### config.mk
export PLATFORM = sky130hd
export DESIGN_NAME = spi_opq_seq
export DESIGN_NICKNAME = d
export VERILOG_FILES = /design/src/rtl/spi_opq_pkg.sv /design/src/rtl/spi_opq_fifo.sv /design/src/rtl/spi_opq_shifter.sv /design/src/rtl/spi_opq_ctrl.sv /design/src/rtl/spi_opq_seq.sv
export SDC_FILE = /design/constraint.sdc
export NUM_CORES = 1
export LEC_CHECK = 0
export CORE_MARGIN = 4
export CORE_UTILIZATION = 65
export DETAILED_ROUTE_END_ITERATION = 6
export HOLD_SLACK_MARGIN = 0.15
export PLACE_DENSITY = 0.85
export SYNTH_ARGS = -nofsm -noshare
export SYNTH_HDL_FRONTEND = slang
export SYNTH_SLANG_ARGS = --single-unit
### constraint.sdc
create_clock -name clk -period 5.7 [get_ports clk]
set_input_delay 1.14 -clock clk [delete_from_list [all_inputs] [get_ports clk]]
set_output_delay 1.14 -clock clk [all_outputs]
set_load 0.03 [all_outputs]
### src/rtl/spi_opq_pkg.sv
package spi_opq_pkg;
  localparam int LEN_W   = 9;
  localparam int OPC_W   = 5;
  localparam int ENTRY_W = LEN_W + OPC_W;

  localparam logic [OPC_W-1:0] OPC_CS_HIGH = 5'h00;
  localparam logic [OPC_W-1:0] OPC_CS_LOW  = 5'h01;
  localparam logic [OPC_W-1:0] OPC_TX      = 5'h08;
  localparam logic [OPC_W-1:0] OPC_RX      = 5'h0C;

  typedef struct packed {
    logic [OPC_W-1:0] opc;
    logic [LEN_W-1:0] len;
  } op_entry_t;

  typedef enum logic [1:0] {SQ_IDLE, SQ_EXEC, SQ_BUSY} seq_state_t;
endpackage

### src/rtl/spi_opq_fifo.sv
module spi_opq_fifo #(
  parameter int W     = 8,
  parameter int DEPTH = 16
) (
  input  logic         clk,
  input  logic         rst_n,
  input  logic         push,
  input  logic [W-1:0] din,
  input  logic         pop,
  output logic [W-1:0] dout,
  output logic         full,
  output logic         empty
);
  localparam int AW = (DEPTH > 1) ? $clog2(DEPTH) : 1;
  localparam int CW = $clog2(DEPTH + 1);

  logic [W-1:0]  mem [DEPTH];
  logic [AW-1:0] wptr, rptr;
  logic [CW-1:0] count;

  assign full  = (count == CW'(DEPTH));
  assign empty = (count == '0);
  assign dout  = mem[rptr];

  always_ff @(posedge clk) begin
    if (push) mem[wptr] <= din;
  end

  always_ff @(posedge clk or negedge rst_n) begin
    if (!rst_n) begin
      wptr  <= '0;
      rptr  <= '0;
      count <= '0;
    end else begin
      if (push) wptr <= (wptr == AW'(DEPTH - 1)) ? '0 : wptr + 1'b1;
      if (pop)  rptr <= (rptr == AW'(DEPTH - 1)) ? '0 : rptr + 1'b1;
      case ({push, pop})
        2'b10:   count <= count + 1'b1;
        2'b01:   count <= count - 1'b1;
        default: count <= count;
      endcase
    end
  end

  assert_no_overflow_R1: assert property (@(posedge clk) disable iff (!rst_n)
    push |-> (!full || pop));
  assert_no_underflow_R4: assert property (@(posedge clk) disable iff (!rst_n)
    pop |-> !empty);
endmodule

### src/rtl/spi_opq_shifter.sv
module spi_opq_shifter #(
  parameter int CLK_DIV = 2
) (
  input  logic       clk,
  input  logic       rst_n,
  input  logic       start,
  input  logic [7:0] tx_byte,
  output logic       busy,
  output logic       done,
  output logic [7:0] rx_byte,
  output logic       sclk,
  output logic       mosi,
  input  logic       miso
);
  localparam int DW = (CLK_DIV > 1) ? $clog2(CLK_DIV) : 1;
  localparam logic [DW-1:0] DIV_RELOAD = DW'(CLK_DIV - 1);

  logic [DW-1:0] div_cnt;
  logic [2:0]    bit_cnt;
  logic [7:0]    tx_sh, rx_sh;

  assign mosi    = tx_sh[7];
  assign rx_byte = rx_sh;

  always_ff @(posedge clk or negedge rst_n) begin
    if (!rst_n) begin
      busy    <= 1'b0;
      done    <= 1'b0;
      sclk    <= 1'b0;
      div_cnt <= '0;
      bit_cnt <= '0;
      tx_sh   <= '0;
      rx_sh   <= '0;
    end else begin
      done <= 1'b0;
      if (start) begin
        busy    <= 1'b1;
        sclk    <= 1'b0;
        div_cnt <= DIV_RELOAD;
        bit_cnt <= '0;
        tx_sh   <= tx_byte;
      end else if (busy) begin
        if (div_cnt != '0) begin
          div_cnt <= div_cnt - 1'b1;
        end else begin
          div_cnt <= DIV_RELOAD;
          if (!sclk) begin
            sclk  <= 1'b1;
            rx_sh <= {rx_sh[6:0], miso};
          end else begin
            sclk <= 1'b0;
            if (bit_cnt == 3'd7) begin
              busy <= 1'b0;
              done <= 1'b1;
            end else begin
              bit_cnt <= bit_cnt + 1'b1;
              tx_sh   <= {tx_sh[6:0], 1'b0};
            end
          end
        end
      end
    end
  end

  assert_sclk_idle_low_R3: assert property (@(posedge clk) disable iff (!rst_n)
    !busy |-> !sclk);
  assert_start_when_free_R7: assert property (@(posedge clk) disable iff (!rst_n)
    start |-> !busy);
  assert_mosi_steady_high_R3: assert property (@(posedge clk) disable iff (!rst_n)
    (busy && sclk && $past(sclk)) |-> $stable(mosi));
endmodule

### src/rtl/spi_opq_ctrl.sv
module spi_opq_ctrl
  import spi_opq_pkg::*;
(
  input  logic      clk,
  input  logic      rst_n,
  input  logic      op_empty,
  input  op_entry_t op_head,
  output logic      op_pop,
  input  logic      d_empty,
  input  logic      d_full,
  input  logic [7:0] d_head,
  output logic      tx_pop,
  output logic      rx_push,
  output logic      sh_start,
  output logic [7:0] sh_byte,
  input  logic      sh_done,
  output logic      cs_n,
  output logic      tx_active,
  output logic      rx_active,
  output logic      idle
);
  seq_state_t       st;
  op_entry_t        cur;
  logic [LEN_W-1:0] rem;
  logic             is_tx, is_rx, tx_go, rx_go;

  assign is_tx     = (cur.opc == OPC_TX);
  assign is_rx     = (cur.opc == OPC_RX);
  assign tx_go     = (st == SQ_EXEC) && is_tx && (rem != '0) && !d_empty;
  assign rx_go     = (st == SQ_EXEC) && is_rx && (rem != '0) && !d_full;
  assign op_pop    = (st == SQ_IDLE) && !op_empty;
  assign tx_pop    = tx_go;
  assign sh_start  = tx_go || rx_go;
  assign sh_byte   = tx_go ? d_head : 8'hFF;
  assign rx_push   = (st == SQ_BUSY) && sh_done && is_rx;
  assign idle      = (st == SQ_IDLE);
  assign tx_active = (st != SQ_IDLE) && is_tx;
  assign rx_active = (st != SQ_IDLE) && is_rx;

  always_ff @(posedge clk or negedge rst_n) begin
    if (!rst_n) begin
      st   <= SQ_IDLE;
      cur  <= '0;
      rem  <= '0;
      cs_n <= 1'b1;
    end else begin
      case (st)
        SQ_IDLE: if (!op_empty) begin
          cur <= op_head;
          rem <= op_head.len;
          st  <= SQ_EXEC;
        end
        SQ_EXEC: begin
          if (cur.opc == OPC_CS_LOW) begin
            cs_n <= 1'b0;
            st   <= SQ_IDLE;
          end else if (cur.opc == OPC_CS_HIGH) begin
            cs_n <= 1'b1;
            st   <= SQ_IDLE;
          end else if (is_tx || is_rx) begin
            if (rem == '0) begin
              st <= SQ_IDLE;
            end else if (tx_go || rx_go) begin
              rem <= rem - 1'b1;
              st  <= SQ_BUSY;
            end
          end else begin
            st <= SQ_IDLE;
          end
        end
        SQ_BUSY: if (sh_done) st <= SQ_EXEC;
        default: st <= SQ_IDLE;
      endcase
    end
  end

  assert_cs_untouched_R8: assert property (@(posedge clk) disable iff (!rst_n)
    (st == SQ_EXEC && cur.opc != OPC_CS_LOW && cur.opc != OPC_CS_HIGH) |=> $stable(cs_n));
  assert_rx_room_R6: assert property (@(posedge clk) disable iff (!rst_n)
    rx_push |-> !d_full);
  assert_tx_has_data_R5: assert property (@(posedge clk) disable iff (!rst_n)
    (sh_start && is_tx) |-> !d_empty);
endmodule

### src/rtl/spi_opq_seq.sv
module spi_opq_seq
  import spi_opq_pkg::*;
#(
  parameter int OP_DEPTH   = 4,
  parameter int DATA_DEPTH = 16,
  parameter int CLK_DIV    = 2
) (
  input  logic               clk,
  input  logic               rst_n,
  input  logic               op_valid,
  output logic               op_ready,
  input  logic [ENTRY_W-1:0] op_word,
  output logic               op_drained,
  input  logic               wr_valid,
  output logic               wr_ready,
  input  logic [7:0]         wr_byte,
  output logic               rd_valid,
  input  logic               rd_ready,
  output logic [7:0]         rd_byte,
  output logic               spi_cs_n,
  output logic               spi_sclk,
  output logic               spi_mosi,
  input  logic               spi_miso
);
  logic             op_full, op_empty, op_pop;
  logic [ENTRY_W-1:0] op_head_w;
  logic             d_full, d_empty, d_push, d_pop;
  logic [7:0]       d_din, d_head;
  logic             tx_pop, rx_push, sh_start, sh_done, sh_busy;
  logic [7:0]       sh_byte, sh_rx;
  logic             tx_active, rx_active, seq_idle;
  logic             wr_take, rd_take;

  assign op_ready   = !op_full;
  assign op_drained = op_empty && seq_idle;
  assign wr_ready   = !d_full && !rx_active;
  assign rd_valid   = !d_empty && !tx_active;
  assign rd_byte    = d_head;
  assign wr_take    = wr_valid && wr_ready;
  assign rd_take    = rd_valid && rd_ready;
  assign d_push     = wr_take || rx_push;
  assign d_din      = rx_push ? sh_rx : wr_byte;
  assign d_pop      = rd_take || tx_pop;

  spi_opq_fifo #(.W(ENTRY_W), .DEPTH(OP_DEPTH)) u_opq (
    .clk(clk), .rst_n(rst_n), .push(op_valid && op_ready), .din(op_word),
    .pop(op_pop), .dout(op_head_w), .full(op_full), .empty(op_empty));

  spi_opq_fifo #(.W(8), .DEPTH(DATA_DEPTH)) u_dq (
    .clk(clk), .rst_n(rst_n), .push(d_push), .din(d_din),
    .pop(d_pop), .dout(d_head), .full(d_full), .empty(d_empty));

  spi_opq_ctrl u_ctrl (
    .clk(clk), .rst_n(rst_n), .op_empty(op_empty), .op_head(op_entry_t'(op_head_w)),
    .op_pop(op_pop), .d_empty(d_empty), .d_full(d_full), .d_head(d_head),
    .tx_pop(tx_pop), .rx_push(rx_push), .sh_start(sh_start), .sh_byte(sh_byte),
    .sh_done(sh_done), .cs_n(spi_cs_n), .tx_active(tx_active),
    .rx_active(rx_active), .idle(seq_idle));

  spi_opq_shifter #(.CLK_DIV(CLK_DIV)) u_sh (
    .clk(clk), .rst_n(rst_n), .start(sh_start), .tx_byte(sh_byte),
    .busy(sh_busy), .done(sh_done), .rx_byte(sh_rx), .sclk(spi_sclk),
    .mosi(spi_mosi), .miso(spi_miso));

  assert_port_exclusive_R11: assert property (@(posedge clk) disable iff (!rst_n)
    !(wr_take && rx_push) && !(rd_take && tx_pop));
  assert_drained_quiet_R10: assert property (@(posedge clk) disable iff (!rst_n)
    op_drained |-> !sh_busy);
endmodule

# --- Word-level counts from Yosys, hierarchy flattened ---
# Memory sizes are Yosys's and may differ from the RTL's.
# Index checks and enable logic that the tools add are counted.
totals:
  regBits: 60
  mem_bits_rw: 184
  output_inout_bits: 15
  wordCells: 163
  n_memories: 2
classes:
  n_addsub: 11
  n_eq_ne: 26
  mux: 56
  bitwise: 4
  n_reduce_logical: 47
memory_table:
  columns: ["name", "words", "word_bits", "read_ports", "rd_clocked_by_memory_dff", "write_ports", "line", "rtl"]
  rows:
  - ["u_dq.mem", 16, 8, 1, 0, 1, "spi_opq_fifo.sv:17", "logic [W-1:0] mem [DEPTH];"]
  - ["u_opq.mem", 4, 14, 1, 0, 1, "spi_opq_fifo.sv:17", null]
op_table:
  columns: ["cell", "count"]
  rows:
  - ["$mux W8", 7]
  - ["$mux W9", 6]
  - ["$mux W1", 23]
  - ["$mux W2", 9]
  - ["$pmux W9 S2", 1]
  - ["$logic_and A1 B1 Y1", 17]
  - ["$ne A2 B2 Y1 const B", 8]
  - ["$mux W3", 5]
  - ["$reduce_bool A2 Y1", 7]
  - ["$eq A2 B2 Y1 const B", 5]
  - ["$eq A5 B4 Y1 const B", 2]
  - ["$logic_not A5 Y1", 2]
  - ["$pmux W5 S2", 1]
  - ["$logic_not A9 Y1", 1]
  - ["$reduce_bool A9 Y1", 1]
  - ["$sub A9 B1 Y9 const B", 1]
  - ["$add A4 B1 Y4 const B", 2]
  - ["$eq A4 B4 Y1 const B", 2]
  - ["$mux W4", 2]
  - ["$reduce_and A4 Y1", 2]
  - ["$reduce_and A7 Y1", 1]
  - ["$add A3 B1 Y3 const B", 2]
  - ["$eq A2 B1 Y1 const B", 3]
  - ["$eq A3 B3 Y1 const B", 2]
  - ["18 further kinds", 32]

# --- Logic depth before layout (Yosys ltp) ---
logic_depth:
  depth_word: 11
  depth_mapped: 13
  ltp_nobuf: 12

# --- By module ---
# From an unflattened synthesis, not the netlist that was laid out.
unflattened:
  hier_cells: 649
  hier_area_um2: 10547.6
by_module_without_submodules:
  columns: ["module", "instances", "cells_each", "area_each_um2", "seq_area_each_um2"]
  rows:
  - ["spi_opq_fifo at u_dq", 1, 304, 5719.2, 4169.0]
  - ["spi_opq_fifo at u_opq", 1, 111, 2471.1, 1856.8]
  - ["spi_opq_ctrl", 1, 135, 1156.1, 426.7]
  - ["spi_opq_shifter", 1, 83, 1029.7, 575.6]
  - ["spi_opq_seq", 1, 16, 171.4, 0.0]

# --- Worst setup path before layout ---
# No wires, ideal clock.
synth_timing:
  path_kind: "flip-flop to flip-flop"
  start: "reg u_ctrl.cur[13] (netlist name)"
  end: "reg u_dq.count[4]"
  t_arrival_ps: 3181
  required_ps: 5577
  path_slack_ps: 2396
  path_stages_with_launch: 14
  cell_sequence: "dfrtp_1 or4b_4 or4b_1 buf_6 o21ai_2 buf_6 inv_1 ha_1 fa_1 a21o_1 a21oi_1 xor2_1 nor2_1 xnor2_1"
synth_between:
  elab_chain_cells: 8
  word_cells_on_any_way: 20
  classes_between: "4 x eq/ne; 1 x mux; 15 x reduce/logical"
synth_lines:
  columns: ["item", "line", "rtl"]
  rows:
  - ["from (decl)", "spi_opq_ctrl.sv:23", "op_entry_t cur;"]
  - ["from (signal assigned)", "spi_opq_ctrl.sv:49", "cur <= op_head;"]
  - ["$eq A5 B4 Y1, on equally long branches", "spi_opq_ctrl.sv:27, spi_opq_ctrl.sv:28", null]
  - ["$logic_and A1 B1 Y1, on equally long branches", "spi_opq_ctrl.sv:37, spi_opq_ctrl.sv:38", null]
  - ["$logic_not A1 Y1, on equally long branches", "spi_opq_seq.sv:37, spi_opq_seq.sv:36", null]
  - ["$logic_and A1 B1 Y1, on equally long branches", "spi_opq_seq.sv:37, spi_opq_seq.sv:36", null]
  - ["$logic_and A1 B1 Y1, on equally long branches", "spi_opq_seq.sv:40, spi_opq_seq.sv:39", null]
  - ["$logic_or A1 B1 Y1, on equally long branches", "spi_opq_seq.sv:43, spi_opq_seq.sv:41", null]
  - ["$eq A2 B1 Y1 or $eq A2 B2 Y1 (tied branches)", "spi_opq_fifo.sv:37", "case ({push, pop})"]
  - ["$pmux W5 S2 or $reduce_bool A2 Y1 (tied branches)", null, null]
  - ["to (signal assigned)", "spi_opq_fifo.sv:38", "2'b10: count <= count + 1'b1;"]
  - ["to (signal assigned)", "spi_opq_fifo.sv:39", "2'b01: count <= count - 1'b1;"]
  - ["to (signal assigned)", "spi_opq_fifo.sv:40", "default: count <= count;"]
  - ["to (decl)", "spi_opq_fifo.sv:19", "logic [CW-1:0] count;"]
# Several ways; a longest one is shown, not always the timed one.
# A chain may end at the register's enable or synchronous reset.

# --- Final worst setup path ---
layout_timing:
  start: "reg u_dq.rptr[2]"
  end: "out rd_byte[1]"
layout_between:
  elab_chain_cells: 1
layout_lines:
  columns: ["item", "line", "rtl"]
  rows:
  - ["from (decl)", "spi_opq_fifo.sv:18", "logic [AW-1:0] wptr, rptr;"]
  - ["from (signal assigned)", "spi_opq_fifo.sv:36", "if (pop) rptr <= (rptr == AW'(DEPTH - 1)) ? '0 : rptr + 1'b1;"]
  - ["$mem_v2 Z16 W8", null, null]
  - ["to (decl)", "spi_opq_seq.sv:19", "output logic [7:0] rd_byte,"]
# No other way between the ends.

==> impl_metrics.tcl <==
set metrics [dict create \
    end_kind "primary output" \
    cts_setup_buffers 0 \
    drt_pass1_iterations 5 \
    first_iter_violations 571 \
    avgSynthCellArea_um2 16.6 \
    crit_end "rd_byte[1]" \
    cts_made_buffers 24 \
    cp_data_required_time_ns 4.56 \
    holdBufCountCts 0 \
    synthArstFlopShare 0.246 \
    yosysSeqAreaShare 0.689 \
    dp.cells 842 \
    die_h_um 133 \
    fin_area_mm2 0.0117 \
    grt_pass1_vias 5885 \
    wl_mm 20.5 \
    slowest_delay_ns 0.94 \
    multi_input_area_mm2 0.00299 \
    die_width_um 133 \
    gr-total-overflow 0 \
    placed_area_mm2 0.0108 \
    insertedDiodeCount 0 \
    netlist-cell-type-count 55 \
    drcViolationCount 0 \
    fp-row-count 45 \
    fin_tns_setup_ns 0 \
    path_class "flip-flop to primary output" \
    areaGrowthSynthToFinish_pct 14.4 \
    power.density_mw_per_mm2 561 \
    track_usage 0.242 \
    reg2reg_from "u_ctrl.cur[13]$_DFFE_PN0P_" \
    fin_skew_ns 0.0112 \
    gp_congestion 0.819 \
    yosysTopAreaCell "edfxtp_1" \
    crit_arrival_ns 3.31 \
    syn-cell-area_mm2 0.0102 \
    viasPerCell 6.38 \
    total_power_uw 6560 \
    cts_resized 0 \
    synth.area.top_cells "edfxtp_1, dfrtp_1, mux4_2" \
    cts.clk_slew.worst_paths_ns 0.07 \
    drive_gt1_frac 0.206 \
    seq_area_mm2 0.00703 \
    synth_edf_count 184 \
    htreeDepth 1 \
    rsz0062_at_grt "no" \
    finalMaxSlewViolations 0 \
    p_leak_uw 0.00414 \
    min_period_ns 4.45 \
    synthCells 614 \
    cts_buffer_depth 3 \
    clock-root-buffer "clkbuf_16" \
    min_path_type "flip-flop to flip-flop" \
    outcome "completed" \
    slowest_stage "dfrtp_1" \
    grt_max_degree 61 \
    core_area_mm2 0.0153 \
    hpwl_mm 13.2 \
    tightest_slew_ns 1.31 \
    maxCapViolations 0 \
    initial_core_util 0.666 \
    hold_violations 0 \
    instances_no_fill 887 \
    syn_nets 663 \
    cts_sinks 244 \
    cp_max_fo 24 \
    dieArea_mm2 0.0178 \
    setup_violations 0 \
    yosysTopAreaCellShare 0.541 \
    synth_ff_type "edfxtp_1" \
    rrSetupSlack_ns 1.92 \
    timing.rr.end "u_dq.count[4]$_DFFE_PN0P_" \
    ir_worst_vdd_mv 0.392 \
    synth.ff_latch_count 244 \
    max_freq_ghz 0.225 \
    start_kind "flip-flop" \
    port_buffers 42 \
    period_share 0.781 \
    worstPathCellList "buf_4 > mux4_2 > o22ai_1 > o22ai_1 > clkdlybuf4s50_1" \
    slew_headroom 0.118 \
    pin_count 43 \
    vias 5662 \
    ff2ff_path_depth 11 \
    final_antenna_net_count 0 \
    yosys_warnings 0 \
    antenna_found_initial 0 \
    cp-startpoint "u_dq.rptr[2]$_DFFE_PN0N_" \
    cts_tree "built" \
    fin_nets 707 \
    nFillCells 861 \
    clock_latency_ns 0.52 \
    wl_per_cell_um 23.1 \
    grt_pass1_wl_mm 33.3 \
    crit_top_cell "o22ai_1" \
]
==> per-layer routing <==
metal	share of wire	up-vias	wire length, µm	track usage
met5	0	-	0	0
met4	0.014	0	297	0.0509
met3	0.069	25	1420	0.0438
met2	0.49	230	10100	0.390
met1	0.42	2913	8640	0.357
li1	-	2494	-	-
==> how the worst min path moves through the flow <==
stage | start | endpoint | cells past startpoint
floorplan | u_ctrl.cur[9]$_DFFE_PN0P_ | u_ctrl.cs_n$_DFFE_PN1P_ | 1
global placement | u_ctrl.cur[9]$_DFFE_PN0P_ | u_ctrl.cs_n$_DFFE_PN1P_ | 1
detailed placement | u_ctrl.cur[9]$_DFFE_PN0P_ | u_ctrl.cs_n$_DFFE_PN1P_ | 1
CTS | u_ctrl.cur[9]$_DFFE_PN0P_ | u_ctrl.cs_n$_DFFE_PN1P_ | 1
global route | u_ctrl.cur[9]$_DFFE_PN0P_ | u_ctrl.cs_n$_DFFE_PN1P_ | 1
finish | u_ctrl.cur[9]$_DFFE_PN0P_ | u_ctrl.cs_n$_DFFE_PN1P_ | 1
==> where the power goes <==
| group | total (µW) | switching (µW) | internal (µW) | leakage, µW |
|---|---|---|---|---|
| logic | 2140 | 1170 | 970 | 0.00132 |
| registers | 2680 | 369 | 2310 | 0.00240 |
| clock network | 1730 | 665 | 1070 | 0.000424 |
==> worst max-delay path: cells and delay by family, from the launching register on <==
| family | cells | cell delay, ns |
|---|---|---|
| buffers and inverters | 2 | 1.20 |
| AOI/OAI and AO/OA | 2 | 0.38 |
| muxes | 1 | 0.26 |
| DFF | 1 | 0.94 |
==> final cells by class <==
cell class / count / share of cell area
flip-flops and latches: 244 / 0.602
multi-input cells: 326 / 0.256
clock buffers: 28 / 0.0572
repair buffers: 46 / 0.0382
well taps: 211 / 0.0226
clock inverters: 16 / 0.0186
inverters: 16 / 0.00514
==> per-stage QoR <==
step | hold WS, ns | utilization | setup slack [ns]
CTS | 0.470 | 0.762 | 1.27
global route | 0.506 | 0.762 | 1.15
floorplan | 0.416 | - | 2.40
detailed placement | 0.463 | 0.704 | 1.71
finish | 0.490 | 0.762 | 1.25
global placement | 0.439 | 0.704 | 1.85
==> flip-flops by register name, summed over array words and instances (netlist names) <==
name and cells:
u_ctrl.cs_n 1, u_ctrl.cur 5, u_ctrl.rem 9, u_ctrl.st 2
u_dq.count 5, u_dq.mem 128, u_dq.rptr 4, u_dq.wptr 4
u_opq.count 3, u_opq.mem 56, u_opq.rptr 2, u_opq.wptr 2
u_sh.bit_cnt 3, u_sh.busy 1, u_sh.div_cnt 1, u_sh.done 1
u_sh.rx_byte 8, u_sh.sclk 1, u_sh.tx_sh 8
==> kinds of logic (layout without fill, tap and decap cells) <==
kind of cell / after synthesis / after routing / share of synthesized area
buf+inv: 44 / 106 / 0.0186
flops: 244 / 244 / 0.689
compound gates: 99 / 99 / 0.0598
simple gates: 102 / 102 / 0.0537
mux: 90 / 90 / 0.140
fa+ha+maj: 21 / 21 / 0.0272
xor+xnor: 14 / 14 / 0.0120
==> synth_stat cells, types with 2 or more instances <==
master and n:
a21o_1 6, a21oi_1 14, a22o_1 3, a31oi_1 2, and3_1 8, buf_1 3, buf_2 5, buf_6 2
clkbuf_1 17, dfrtp_1 59, edfxtp_1 184, fa_1 2, ha_1 19, inv_1 15, mux2_2 41, mux2i_1 11
mux4_2 38, nand2_1 29, nand2b_1 7, nand3_1 9, nor2_1 14, nor2b_1 4, nor3_1 14, nor3_2 2
nor4_1 3, o21ai_0 35, o21ai_2 2, o22ai_1 24, o32ai_1 2, or4_1 3, xnor2_1 9, xor2_1 5
==> cells in the final DEF (no fill, tap or decap), types with 19 or more instances in the layout <==
| cell type | synthesis | layout |
|---|---|---|
| dfrtp_1 | 59 | 59 |
| ha_1 | 19 | 19 |
| clkbuf_16 | 0 | 26 |
| mux4_2 | 38 | 38 |
| clkdlybuf4s50_1 | 0 | 41 |
| o22ai_1 | 24 | 24 |
| edfxtp_1 | 184 | 184 |
| mux2_2 | 41 | 41 |
| nand2_1 | 29 | 29 |
| o21ai_0 | 35 | 35 |
Note: power is estimated with default switching activity, not from simulation.
